<file path="config.mk">
export PLATFORM = sky130hd
export DESIGN_NAME = lfeed_supervisor
export DESIGN_NICKNAME = d
export VERILOG_FILES = /design/src/rtl/lfs_pkg.sv /design/src/rtl/lfs_tick_gen.sv /design/src/rtl/lfs_fault_timer.sv /design/src/rtl/lfs_lockout.sv /design/src/rtl/lfeed_supervisor.sv
export SDC_FILE = /design/constraint.sdc
export NUM_CORES = 1
export LEC_CHECK = 0
export BUFFER_PORTS_ARGS = -buffer_cell sky130_fd_sc_hd__buf_4
export CORE_ASPECT_RATIO = 0.9
export CORE_MARGIN = 2
export CORE_UTILIZATION = 60
export CTS_CLUSTER_SIZE = 10
export DETAILED_ROUTE_END_ITERATION = 10
export PLACE_DENSITY = 0.89
export SLEW_MARGIN = 20
export SYNTH_ARGS = -nofsm -noshare
export SYNTH_HDL_FRONTEND = slang
export SYNTH_SLANG_ARGS = --single-unit
</file>
<file path="constraint.sdc">
create_clock -name clk -period 3.9 [get_ports clk]
set_input_delay 0.39 -clock clk [delete_from_list [all_inputs] [get_ports clk]]
set_output_delay 0.39 -clock clk [all_outputs]
set_load 0.01 [all_outputs]
</file>
<file path="src/rtl/lfs_pkg.sv">
package lfs_pkg;
  typedef enum logic [1:0] {
    ST_OFF  = 2'd0,
    ST_FEED = 2'd1,
    ST_TPO  = 2'd2,
    ST_STOP = 2'd3
  } feed_state_e;

  typedef enum logic [1:0] {
    PH_LIMIT  = 2'd0,  // first window: limit only
    PH_SURGE  = 2'd1,  // up to 15 x t1: trip at 1.5 x limit
    PH_STRICT = 2'd2,  // up to 50 x t1: trip at limit
    PH_DONE   = 2'd3
  } fault_phase_e;
endpackage

</file>
<file path="src/rtl/lfs_tick_gen.sv">
module lfs_tick_gen #(
  parameter int unsigned PRESCALE = 1000
) (
  input  logic clk,
  input  logic rst_n,
  output logic tick
);
  localparam int unsigned W = (PRESCALE > 1) ? $clog2(PRESCALE) : 1;
  localparam logic [W-1:0] LAST = W'(PRESCALE - 1);

  logic [W-1:0] cnt;

  always_ff @(posedge clk or negedge rst_n) begin
    if (!rst_n)           cnt <= '0;
    else if (cnt == LAST) cnt <= '0;
    else                  cnt <= cnt + 1'b1;
  end

  assign tick = (cnt == LAST);
endmodule

</file>
<file path="src/rtl/lfs_fault_timer.sv">
module lfs_fault_timer
  import lfs_pkg::*;
#(
  parameter int unsigned T1_TICKS = 200
) (
  input  logic         clk,
  input  logic         rst_n,
  input  logic         tick,
  input  logic         start,
  input  logic         clear,
  output fault_phase_e phase,
  output logic         expired
);
  localparam int unsigned T3_TICKS = 15 * T1_TICKS;
  localparam int unsigned T4_TICKS = 50 * T1_TICKS;
  localparam int unsigned W = $clog2(T4_TICKS + 1);
  localparam logic [W-1:0] T1C = W'(T1_TICKS);
  localparam logic [W-1:0] T3C = W'(T3_TICKS);
  localparam logic [W-1:0] T4C = W'(T4_TICKS);

  logic [W-1:0] cnt;
  logic         run;

  always_ff @(posedge clk or negedge rst_n) begin
    if (!rst_n) begin
      cnt <= '0;
      run <= 1'b0;
    end else if (clear) begin
      cnt <= '0;
      run <= 1'b0;
    end else if (start) begin
      cnt <= '0;
      run <= 1'b1;
    end else if (run && tick && cnt != T4C) begin
      cnt <= cnt + 1'b1;
    end
  end

  always_comb begin
    if (cnt < T1C)      phase = PH_LIMIT;
    else if (cnt < T3C) phase = PH_SURGE;
    else if (cnt < T4C) phase = PH_STRICT;
    else                phase = PH_DONE;
  end

  assign expired = run && (cnt == T4C);
endmodule

</file>
<file path="src/rtl/lfs_lockout.sv">
module lfs_lockout #(
  parameter int unsigned LOCK_TICKS = 100
) (
  input  logic clk,
  input  logic rst_n,
  input  logic tick,
  input  logic load,
  output logic active
);
  localparam int unsigned W = $clog2(LOCK_TICKS + 1);

  logic [W-1:0] cnt;

  always_ff @(posedge clk or negedge rst_n) begin
    if (!rst_n)                 cnt <= '0;
    else if (load)              cnt <= W'(LOCK_TICKS);
    else if (tick && cnt != '0) cnt <= cnt - 1'b1;
  end

  assign active = (cnt != '0);
endmodule

</file>
<file path="src/rtl/lfeed_supervisor.sv">
module lfeed_supervisor
  import lfs_pkg::*;
#(
  parameter int unsigned PRESCALE   = 1000,
  parameter int unsigned T1_TICKS   = 200,
  parameter int unsigned LOCK_TICKS = 100
) (
  input  logic clk,
  input  logic rst_n,
  input  logic on_bit,
  input  logic ar_bit,
  input  logic timing_en,
  input  logic oc_imax,
  input  logic oc_high,
  input  logic temp_nom,
  input  logic temp_raised,
  input  logic other_hot,
  input  logic ack,
  output logic drv_en,
  output logic drv_on,
  output logic ilimit_req,
  output logic ovl_flag,
  output logic irq,
  output logic on_clear_req
);
  feed_state_e  st, nxt;
  fault_phase_e tm_phase;
  logic tick, tm_start, tm_clear, tm_expired;
  logic lock_load, lock_active;
  logic set_ovl, set_irq, over_temp, trip;

  lfs_tick_gen #(.PRESCALE(PRESCALE)) u_tick (
    .clk(clk), .rst_n(rst_n), .tick(tick)
  );

  lfs_fault_timer #(.T1_TICKS(T1_TICKS)) u_timer (
    .clk(clk), .rst_n(rst_n), .tick(tick), .start(tm_start),
    .clear(tm_clear), .phase(tm_phase), .expired(tm_expired)
  );

  lfs_lockout #(.LOCK_TICKS(LOCK_TICKS)) u_lock (
    .clk(clk), .rst_n(rst_n), .tick(tick), .load(lock_load),
    .active(lock_active)
  );

  // A hot neighbour moves this line onto its raised threshold
  assign over_temp = other_hot ? temp_raised : temp_nom;
  assign trip = (tm_phase == PH_SURGE  && oc_high) ||
                (tm_phase == PH_STRICT && oc_imax);

  always_comb begin
    nxt       = st;
    tm_start  = 1'b0;
    tm_clear  = 1'b0;
    lock_load = 1'b0;
    set_ovl   = 1'b0;
    set_irq   = 1'b0;
    case (st)
      ST_OFF: begin
        tm_clear = 1'b1;
        if (on_bit && !lock_active) nxt = ST_FEED;
      end
      ST_FEED: begin
        if (!on_bit) begin
          nxt = ST_OFF; tm_clear = 1'b1;
        end else if (over_temp) begin
          nxt = ST_STOP; tm_start = 1'b1; set_irq = 1'b1;
        end else if (oc_imax && timing_en) begin
          nxt = ST_TPO; tm_start = 1'b1;
        end
      end
      ST_TPO: begin
        if (!on_bit) begin
          nxt = ST_OFF; tm_clear = 1'b1;
        end else if (!timing_en) begin
          nxt = ST_FEED; tm_clear = 1'b1;
        end else if (over_temp) begin
          nxt = ST_STOP; set_irq = 1'b1;
        end else if (trip) begin
          nxt = ST_STOP; set_irq = 1'b1; set_ovl = 1'b1;
        end else if (tm_expired) begin
          nxt = ST_FEED; tm_clear = 1'b1;
        end
      end
      default: begin  // ST_STOP
        if (!on_bit) begin
          nxt = ST_OFF; tm_clear = 1'b1;
        end else if (!ar_bit) begin
          nxt = ST_OFF; tm_clear = 1'b1; lock_load = 1'b1;
        end else if (tm_expired) begin
          if (over_temp) tm_start = 1'b1;
          else begin
            nxt = ST_FEED; tm_clear = 1'b1;
          end
        end
      end
    endcase
  end

  always_ff @(posedge clk or negedge rst_n) begin
    if (!rst_n) begin
      st           <= ST_OFF;
      drv_on       <= 1'b0;
      ovl_flag     <= 1'b0;
      irq          <= 1'b0;
      on_clear_req <= 1'b0;
    end else begin
      st           <= nxt;
      drv_on       <= drv_en;
      on_clear_req <= lock_load;
      if (set_ovl)                    ovl_flag <= 1'b1;
      else if (ack && st != ST_STOP)  ovl_flag <= 1'b0;
      if (set_irq)                    irq <= 1'b1;
      else if (ack && st != ST_STOP)  irq <= 1'b0;
    end
  end

  assign drv_en = (st == ST_FEED) || (st == ST_TPO);
  assign ilimit_req = drv_en && oc_imax &&
                      (!timing_en || st == ST_FEED || tm_phase == PH_LIMIT);
endmodule

</file>
# Yosys cells after proc, flatten, opt, wreduce, memory -nomap -nowiden
# Cells that the tools add are included.
[classes] add_sub_neg=3 multipliers=0 n_div=0 magnitude_cmp=3 eq_ne=13 shifts=0 n_mux=61 n_bitwise=0 reduce_logical=28
[ops] cell="two-way mux 14 bit" n=3
[ops] cell="two-way mux 1 bit" n=36
[ops] cell="two-way mux 2 bit" n=15
[ops] cell="adder 14 x 1 -> 14 bit (second input constant)" n=1
[ops] cell="== test 14 bit (second input constant)" n=1
[ops] cell="< comparator 14 x 12 -> 1 bit (second input constant)" n=1
[ops] cell="< comparator 14 bit (second input constant)" n=1
[ops] cell="< comparator 14 x 8 -> 1 bit (second input constant)" n=1
[ops] cell="two-way mux 7 bit" n=2
[ops] cell="!= test 14 bit (second input constant)" n=1
[ops] cell="logical AND 1 bit" n=11
[ops] cell="adder 10 x 1 -> 10 bit (second input constant)" n=1
[ops] cell="== test 10 bit (second input constant)" n=1
[ops] cell="two-way mux 10 bit" n=1
[ops] cell="nonzero test 2 bit" n=4
[ops] cell="nonzero test 7 bit" n=1
[ops] cell="subtractor 7 x 1 -> 7 bit (second input constant)" n=1
[ops] cell="!= test 6 x 2 -> 1 bit (second input constant)" n=1
[ops] cell="!= test 6 x 3 -> 1 bit (second input constant)" n=1
[ops] cell="!= test 6 bit (second input constant)" n=1
[ops] cell="one-hot mux 2 bit (3 select lines)" n=1
[ops] cell="AND reduction 5 bit" n=1
[ops] cell="== test 2 x 1 -> 1 bit (second input constant)" n=2
[ops] cell="== test 2 bit (second input constant)" n=2
[ops] cell="other kinds (10)" n=17
[word_totals] regBits=38 latch_bits=0 mem_bits_rw=0 romBits=0 in_bits=11 out_inout_bits=6 elab_cells=117 mem_count=0

# Depth between registers and ports, before layout
# Gate-level depths: netlist of run 1.
[logic_depth] ltp_word=13 mapped_depth=8

# Hierarchy
# Synthesis of run 1 repeated with hierarchy kept, for this count alone.
[hier_totals] hier_cells=241 hier_area_um2=2296.0
[by_module_without_submodules] mod="lfs_fault_timer" n_inst=1 cells_per_inst=97 area_each_um2=883.3 seq_area_each_um2=375.4
[by_module_without_submodules] mod="lfeed_supervisor" n_inst=1 cells_per_inst=58 area_each_um2=515.5 seq_area_each_um2=150.1
[by_module_without_submodules] mod="lfs_tick_gen" n_inst=1 cells_per_inst=44 area_each_um2=494.2 seq_area_each_um2=250.2
[by_module_without_submodules] mod="lfs_lockout" n_inst=1 cells_per_inst=42 area_each_um2=402.9 seq_area_each_um2=175.2

# Worst setup path before layout of run 1
# No wires, ideal clock.
[synth_path] path_type="register to register" from="reg u_timer.cnt[4]" to="reg st[0]" arrival_ps=1855 setup_slack_ps=1920 path_stages_with_launch=7 path_cell_list="dfrtp_1 buf_2 o311ai_0 a31oi_1 mux2_2 o211ai_1 mux2_2"
[synth_via] elab_chain_cells=12
[synth_lines] element="start: declaration" line_no="lfs_fault_timer.sv:21" source="logic [W-1:0] cnt;"
[synth_lines] element="start signal: assignment" line_no="lfs_fault_timer.sv:35" source="cnt <= cnt + 1'b1;"
[synth_lines] element="< comparator 14 bit" line_no="lfs_fault_timer.sv:42" source="else if (cnt < T4C) phase = PH_STRICT;"
[synth_lines] element="two-way mux 1 bit" line_no="lfs_fault_timer.sv:42"
[synth_lines] element="two-way mux 2 bit" line_no="lfs_fault_timer.sv:41" source="else if (cnt < T3C) phase = PH_SURGE;"
[synth_lines] element="two-way mux 2 bit" line_no="lfs_fault_timer.sv:40" source="if (cnt < T1C) phase = PH_LIMIT;"
[synth_lines] element="== test 2 x 1 -> 1 bit / == test 2 bit (equally long branches)" line_no="lfeed_supervisor.sv:48, lfeed_supervisor.sv:49"
[synth_lines] element="logical AND 1 bit (on tied branches)" line_no="lfeed_supervisor.sv:48, lfeed_supervisor.sv:49"
[synth_lines] element="logical OR 1 bit" line_no="lfeed_supervisor.sv:48" source="assign trip = (tm_phase == PH_SURGE && oc_high) ||"
[synth_lines] element="two-way mux 2 bit" line_no="lfeed_supervisor.sv:79" source="end else if (trip) begin"
[synth_lines] element="two-way mux 2 bit" line_no="lfeed_supervisor.sv:77" source="end else if (over_temp) begin"
[synth_lines] element="two-way mux 2 bit" line_no="lfeed_supervisor.sv:75" source="end else if (!timing_en) begin"
[synth_lines] element="two-way mux 2 bit" line_no="lfeed_supervisor.sv:73" source="if (!on_bit) begin"
[synth_lines] element="one-hot mux 2 bit (3 select lines)" line_no="lfeed_supervisor.sv:58" source="case (st)"
[synth_lines] element="end signal: assignment" line_no="lfeed_supervisor.sv:108" source="st <= nxt;"
[synth_lines] element="end: declaration" line_no="lfeed_supervisor.sv:26" source="feed_state_e st, nxt;"
# Several ways; a longest one is shown, not always the timed one.
# A chain may end at the register's enable or synchronous reset.

# Final worst setup path of run 1
[layout_path] from="reg u_timer.cnt[8]" to="reg u_timer.cnt[2]"
[layout_via] elab_chain_cells=13
[layout_lines] element="< comparator 14 bit" line_no="lfs_fault_timer.sv:42"
[layout_lines] element="two-way mux 1 bit" line_no="lfs_fault_timer.sv:42"
[layout_lines] element="two-way mux 2 bit" line_no="lfs_fault_timer.sv:41"
[layout_lines] element="two-way mux 2 bit" line_no="lfs_fault_timer.sv:40"
[layout_lines] element="== test 2 x 1 -> 1 bit / == test 2 bit (equally long branches)" line_no="lfeed_supervisor.sv:48, lfeed_supervisor.sv:49"
[layout_lines] element="logical AND 1 bit (on tied branches)" line_no="lfeed_supervisor.sv:48, lfeed_supervisor.sv:49"
[layout_lines] element="logical OR 1 bit" line_no="lfeed_supervisor.sv:48"
[layout_lines] element="two-way mux 1 bit" line_no="lfeed_supervisor.sv:79"
[layout_lines] element="two-way mux 1 bit" line_no="lfeed_supervisor.sv:77"
[layout_lines] element="two-way mux 1 bit" line_no="lfeed_supervisor.sv:75"
[layout_lines] element="two-way mux 1 bit" line_no="lfeed_supervisor.sv:73"
[layout_lines] element="one-hot mux 1 bit (3 select lines)" line_no="lfeed_supervisor.sv:58"
[layout_lines] element="nonzero test 3 bit (no source line) / two-way mux 14 bit (equally long branches)"
# Several ways; a longest one is shown, not always the timed one.

==> out/metrics.cfg, run 1 <==
[logic_synthesis]
synth_cells = 238
yosys.area_share.simple_pct = 24.1
synth_top_area_share_pct = 42.1
synth.area.top_cells = dfrtp_1 42%, xnor2_1 4.6%, xor2_1 4.6%, ha_1 4.4%, nor2_1 4.3%
postSynthAreaPerCell_sq_um = 9.50
synth_xor_area_share_pct = 9.30
synthesis.nets = 257
synthDistinctLibCells = 55
syn_area_sq_um = 2260
synthAdderAreaFrac_pct = 4.43
synth_mux_area_share_pct = 1.94
synth_edf_count = 0
synth.ff_latch_count = 38
synth_top_family_by_area = simple AND/OR/NAND/NOR gates
ys_warn_count = 0
synthArstFlopShare_pct = 100
synth_area_leader_cell = dfrtp_1
synth_compound_area_share_pct = 13.6
synth-main-ff-cell = dfrtp_1
seq_area_frac_synth_pct = 42.1

[setup_path]
worstSetupEndpoint = u_timer.cnt[2]
critPathLaunch = u_timer.cnt[8]
rr_endpoint = u_timer.cnt[2]
critPathCaptureType = flop
slowest_delay_ns = 0.78
worstSetupPathType = flop to flop
r2r_setup_slack_ns = 1.52
rr_worst_depth = 5
worstPathRequired_ns = 4.04
crit_arrival_ns = 2.52
cp_max_fo = 14
path_cells = nand4_1 > and4b_1 > a41oi_1 > o32ai_2 > nor2_1
crit_path_start_kind = flop
r2r-start = u_timer.cnt[8]
slowest_stage = o32ai_2

[die]
dieArea_sq_um = 4280
dieHeight_um = 62.2
rows = 21
num_io_pins = 17
core_area_sq_um = 3680
die_width_um = 68.7
initial_core_util_pct = 61.5

[clock_tree]
cts_sinks = 38
postCtsSetupBuffers = 0
htreeDepth = 2
clkLatencyLatePin_ns = 0.30
cts_made_buffers = 5
cts_tree = built
ctsHoldBuffers = 0
cts.clk_slew.worst_paths_ns = 0.08
cts-resized-gates = 0
cts_buffer_depth = 2
cts_root_buf = clkbuf_8

[placement]
place_hpwl_mm = 3.31
place_ws_ns = 1.54
gp_congestion = 0.936
io_buffers = 16

[sta]
setup_viol = 0
relSlewSlack_pct = 30.9
final_hold_viol_count = 0
fin_ws_ns = 1.52
fmax_ghz = 0.420
maxSlewViolCount = 0
fin_crit_ns = 2.38
setup_tns_ns = 0
tightest_slew_ns = 1.03
skew_ns = 0.00780
fin_crit_sh_pct = 61.0
rsz0062_at_grt = false

[global_routing]
grt_pass1_vias = 1745
grt_pass1_wl_mm = 8.11
grt_start_max_net_pins = 39
grt_use_total_pct = 25.1
grt-ovfl-total = 0
antenna_found_initial = 0

[cells_and_area]
area_delta_synth_final_pct = 11.9
drive_gt1_share_pct = 13.4
layout_common_cells = 38 x dfrtp_1, 26 x nor2_1, 17 x buf_4
antennaDiodeCount = 0
final_common_cell = dfrtp_1
final_net_count = 271

[pwr]
leakage_uw = 0.00104
total_power_uw = 1270
irDropWorstVdd_mv = 0.378
pwr_density_cell_nw_per_um2 = 503

[routing]
drtAntennaViolNets = 0
wl_per_cell_um = 15.8
viasPerCell = 6.21
post-route-drc-count = 0
drt_iter0_drc = 139
wl_mm = 4.72
drt_pre_antenna_iters = 5
num_vias = 1858

[outcome]
status = completed

[flow_run]
max_cap_viol_count = 0

[hold_path]
hold_class = primary input to asynchronous set/reset pin

==> metal layers <==
layer | vias to the layer above | share of wire (%) | track usage, %
met1 | 890 | 45 | 34.9
met4 | 0 | 1.7 | 7.60
met3 | 9 | 6.7 | 7.79
met5 | - | 0 | 0
li1 | 890 | - | -
met2 | 69 | 46 | 37.5
==> area by class of cell <==
cell class	count	area [sq um]
multi-input combinational	178	1210
fill	283	1150
sequential	38	951
timing repair buffer	17	128
clock buffer	6	82.6
clock inverter	2	60.1
tap	46	57.6
inverter	12	45.0
==> worst min-delay path by stage <==
stage / from / to / slack, ns / cells past startpoint
4_1_cts: rst_n / u_tick.cnt[5] / 0.06 / 1
6_report: rst_n / u_tick.cnt[7] / 0.04 / 1
2_1_floorplan: rst_n / drv_on / 0.09 / 0
5_1_grt: rst_n / u_tick.cnt[3] / 0.08 / 1
3_5_place_dp: rst_n / u_tick.cnt[5] / 0.38 / 1
3_3_place_gp: rst_n / u_tick.cnt[3] / 0.37 / 1
==> logic make-up (layout without fill, tap and decap cells) <==
logic type                 after synthesis  in the layout
adders and majority gates                8              8
AOI/OAI and AO/OA                       40             40
xor gates and xnor gates                24             24
and+or+nand+nor                        102            102
buffers and inverters                   22             37
DFF                                     38             38
muxes                                    4              4
==> cell usage after synthesis (2+ instances only) <==
| master | count |
|---|---|
| o21ai_0 | 6 |
| nand4b_1 | 2 |
| nand2b_1 | 2 |
| ha_1 | 8 |
| nor4_1 | 6 |
| o211ai_1 | 3 |
| mux2_2 | 3 |
| or3_1 | 3 |
| clkbuf_1 | 2 |
| nor2_1 | 26 |
| nand4_1 | 8 |
| a31oi_1 | 4 |
| xor2_1 | 12 |
| buf_2 | 5 |
| nand3_1 | 14 |
| buf_4 | 2 |
| inv_1 | 12 |
| a211o_1 | 2 |
| a211oi_1 | 3 |
| and2_1 | 3 |
| nor3_1 | 8 |
| xnor2_1 | 12 |
| dfrtp_1 | 38 |
| and3_1 | 2 |
| a21oi_1 | 7 |
| nand2_1 | 16 |
==> worst max-delay path: cells and delay by family (launching register included) <==
family / cells / cell delay [ns]
AO/OA/AOI/OAI: 2 / 0.93
flip-flops: 1 / 0.51
AND/OR/NAND/NOR: 3 / 0.77
==> flip-flops by register name, indices dropped and copies added (netlist names) <==
register	cells
drv_on	1
irq	1
on_clear_req	1
ovl_flag	1
st	2
u_lock.cnt	7
u_tick.cnt	10
u_timer.cnt	14
u_timer.run	1
==> per-stage QoR <==
step,instances,hold WS [ns],area [sq um],util (%)
finish,299,0.0400,2530,68.8
floorplan,238,0.0944,2260,-
detailed placement,291,0.380,2390,64.9
global route,299,0.0766,2530,68.8
global placement,291,0.373,2390,64.9
CTS,299,0.0559,2530,68.8
==> report_power, final <==
group	switching (uW)	leakage [uW]	total [uW]	internal [uW]
combinational	217	0.000486	368	151
sequential	47.5	0.000486	487	439
clock	144	0.0000714	417	273
No activity file was read; power rests on OpenSTA's default activity.
==> run 2: changes to the inputs <==
--- a/config.mk
+++ b/config.mk
@@ -5,13 +5,14 @@
 export SDC_FILE = /design/constraint.sdc
 export NUM_CORES = 1
 export LEC_CHECK = 0
+export ABC_AREA = 1
 export BUFFER_PORTS_ARGS = -buffer_cell sky130_fd_sc_hd__buf_4
 export CORE_ASPECT_RATIO = 0.9
 export CORE_MARGIN = 2
-export CORE_UTILIZATION = 60
+export CORE_UTILIZATION = 54
 export CTS_CLUSTER_SIZE = 10
 export DETAILED_ROUTE_END_ITERATION = 10
-export PLACE_DENSITY = 0.89
+export PLACE_DENSITY = 0.84
 export SLEW_MARGIN = 20
 export SYNTH_ARGS = -nofsm -noshare
 export SYNTH_HDL_FRONTEND = slang
==> constraint.sdc (replaced) <==
create_clock -name clk -period 1.91 [get_ports clk]
set_input_delay 0.191 -clock clk [delete_from_list [all_inputs] [get_ports clk]]
set_output_delay 0.191 -clock clk [all_outputs]
set_load 0.01 [all_outputs]
==> out/metrics.cfg, run 2 <==
[outcome]
status = completed

[logic_synthesis]
synth.area.top_cells = dfrtp_1 38%, nand2_1 10%, inv_1 7.1%, nor2_1 6.1%, nand3_1 4.2%
synth.ff_latch_count = 38
synth-main-ff-cell = dfrtp_1
seq_area_frac_synth_pct = 38.3
synth_top_area_share_pct = 38.3
synth_edf_count = 0
syn_area_sq_um = 2480
yosysMostFrequentCell = nand2_1
synthDistinctLibCells = 36
synthArstFlopShare_pct = 100
postSynthAreaPerCell_sq_um = 7.47
ys_warn_count = 0
synth_cells = 332
synthesis.nets = 351
synth_area_leader_cell = dfrtp_1
synth_common_cells = 68 x nand2_1, 47 x inv_1, 40 x nor2_1

[routing]
num_vias = 2200
wl_mm = 5.48
post-route-drc-count = 0
drt_pre_antenna_iters = 4
wl_per_cell_um = 13.1
drt_iter0_drc = 160
drtAntennaViolNets = 0
viasPerCell = 5.25

[sta]
tightest_slew_ns = 0.477
fmax_ghz = 0.563
fin_ws_ns = 0.133
rsz0062_at_grt = true
relSlewSlack_pct = 68.2
fin_crit_ns = 1.78
fin_crit_sh_pct = 93.1
maxSlewViolCount = 0
setup_viol = 0
final_hold_viol_count = 0
skew_ns = 0.00341

[die]
die_width_um = 75.4
rows = 23
num_io_pins = 17
initial_core_util_pct = 56.0
core_area_sq_um = 4430
dieHeight_um = 68.3
dieArea_sq_um = 5150

[clock_tree]
cts_sinks = 38
cts_tree = built
cts_made_buffers = 5
cts.clk_slew.worst_paths_ns = 0.07
htreeDepth = 2
cts_root_buf = clkbuf_8
clkLatencyLatePin_ns = 0.29
postCtsSetupBuffers = 0
cts_buffer_depth = 2

[cells_and_area]
area_delta_synth_final_pct = 13.2
largest_register = u_timer.cnt
post-route-util_pct = 63.3
final_net_count = 375
largest_reg_flops = 14
layoutNonFillerInstCount = 419
fin_area_sq_um = 2810
final_common_cell = nand2_1
reg.largest.list = u_timer.cnt (14), u_tick.cnt (10), u_lock.cnt (7)
drive_gt1_share_pct = 19.0
antennaDiodeCount = 0
layout_common_cells = 68 x nand2_1, 46 x inv_1, 38 x nor2_1

[global_routing]
grt_pass1_vias = 2082
grt-ovfl-total = 0
grt_start_max_net_pins = 39
grt_pass1_wl_mm = 9.10
antenna_found_initial = 0
grt_use_total_pct = 23.3

[setup_path]
rr_worst_depth = 8
critPathCaptureType = primary output
worstSetupPathType = flop to primary output
cp_max_fo = 7
worstPathRequired_ns = 1.72
crit_path_start_kind = flop
crit_arrival_ns = 1.59

[pwr]
irDropWorstVdd_mv = 0.663
pwr_density_cell_nw_per_um2 = 853
leakage_uw = 0.00134

[placement]
dp_cells = 410
gp_congestion = 0.946
postPlaceCellArea_sq_um = 2660
place_hpwl_mm = 4.01
io_buffers = 16
place_ws_ns = 0.0471

[hold_path]
hold_depth = 4
hold_class = primary input to flop

[flow_run]
max_cap_viol_count = 0

[run 2: cell count changes in the layout (fill, tap and decap cells not counted), sizes merged, moves of 4 or more]
cell,before,now
a21oi,7,14
inv,12,48
nand2,16,73
nand3,14,24
nand4,8,12
nor2,26,56
nor3,8,12
nor4,6,0
o21ai,6,19
xnor2,12,1
[run 2: power by group]
| part | internal, uW | total [uW] | switching, uW | leakage, uW |
|---|---|---|---|---|
| combinational | 287 | 834 | 547 | 0.000797 |
| sequential | 902 | 985 | 82.8 | 0.000495 |
| clock | 291 | 575 | 284 | 0.0000482 |
| total | 1480 | 2390 | 914 | 0.00134 |
[run 2: worst max-delay path: stages, from the launching register on]
cell and delay, ns:
dfrtp_2 0.47, or2_2 0.31, nor2_1 0.14, nand2_1 0.10
a31oi_1 0.14, buf_4 0.14
[run 2: repair_timing]
action	4_1_cts	5_1_grt
endpoints found under the setup margin	0	21
endpoints found under the hold margin	38	0
hold buffers	1	0
gates resized for setup	0	12
[run 2: cell type report]
cell class	count	area, sq um
Timing Repair Buffer	21	160
Clock buffer	7	86.3
Inverter	49	185
Multi-Input combinational cell	241	1340
Tap cell	62	77.6
Sequential cell	38	953
Fill cell	397	1630
Clock inverter	1	5.00
[run 2: kinds of logic after synthesis]
family	after synthesis	share of synthesized area (%)
xor gates and xnor gates	11	3.88
DFF	38	38.3
and+or+nand+nor	182	35.7
buffers and inverters	53	9.23
adders and majority gates	8	4.04
AOI/OAI and AO/OA	40	8.83
[run 2: final timing paths]
kind | startpoint | end | slack, ns
worst max-delay path | u_timer.cnt[8] | ilimit_req | 0.13
worst min-delay path | ack | ovl_flag | 0.22
worst max register to register | u_timer.cnt[3] | u_timer.cnt[0] | 0.14
worst min register to register | u_tick.cnt[0] | u_tick.cnt[0] | 0.47
max in group asynchronous | rst_n | u_timer.cnt[0] | 1.16
min in group asynchronous | rst_n | u_timer.cnt[12] | 0.40
[run 2: metrics by stage]
stage	hold WS [ns]	setup TNS, ns	power, uW
after detailed placement	0.191	0	1820
after global routing	0.236	-0.0530	2540
after global placement	0.185	0	1800
final	0.222	0	2390
after CTS	0.225	0	2390
after floorplan	-0.105	0	1640
[run 2: layer usage]
metal  vias to the layer above  GRT usage, %  routed length, um
met2                        73          37.7               2680
met5                         -             0                  0
met1                       999          30.3               2400
met3                        12          6.92                316
li1                       1116             -                  -
met4                         0          6.80                 87
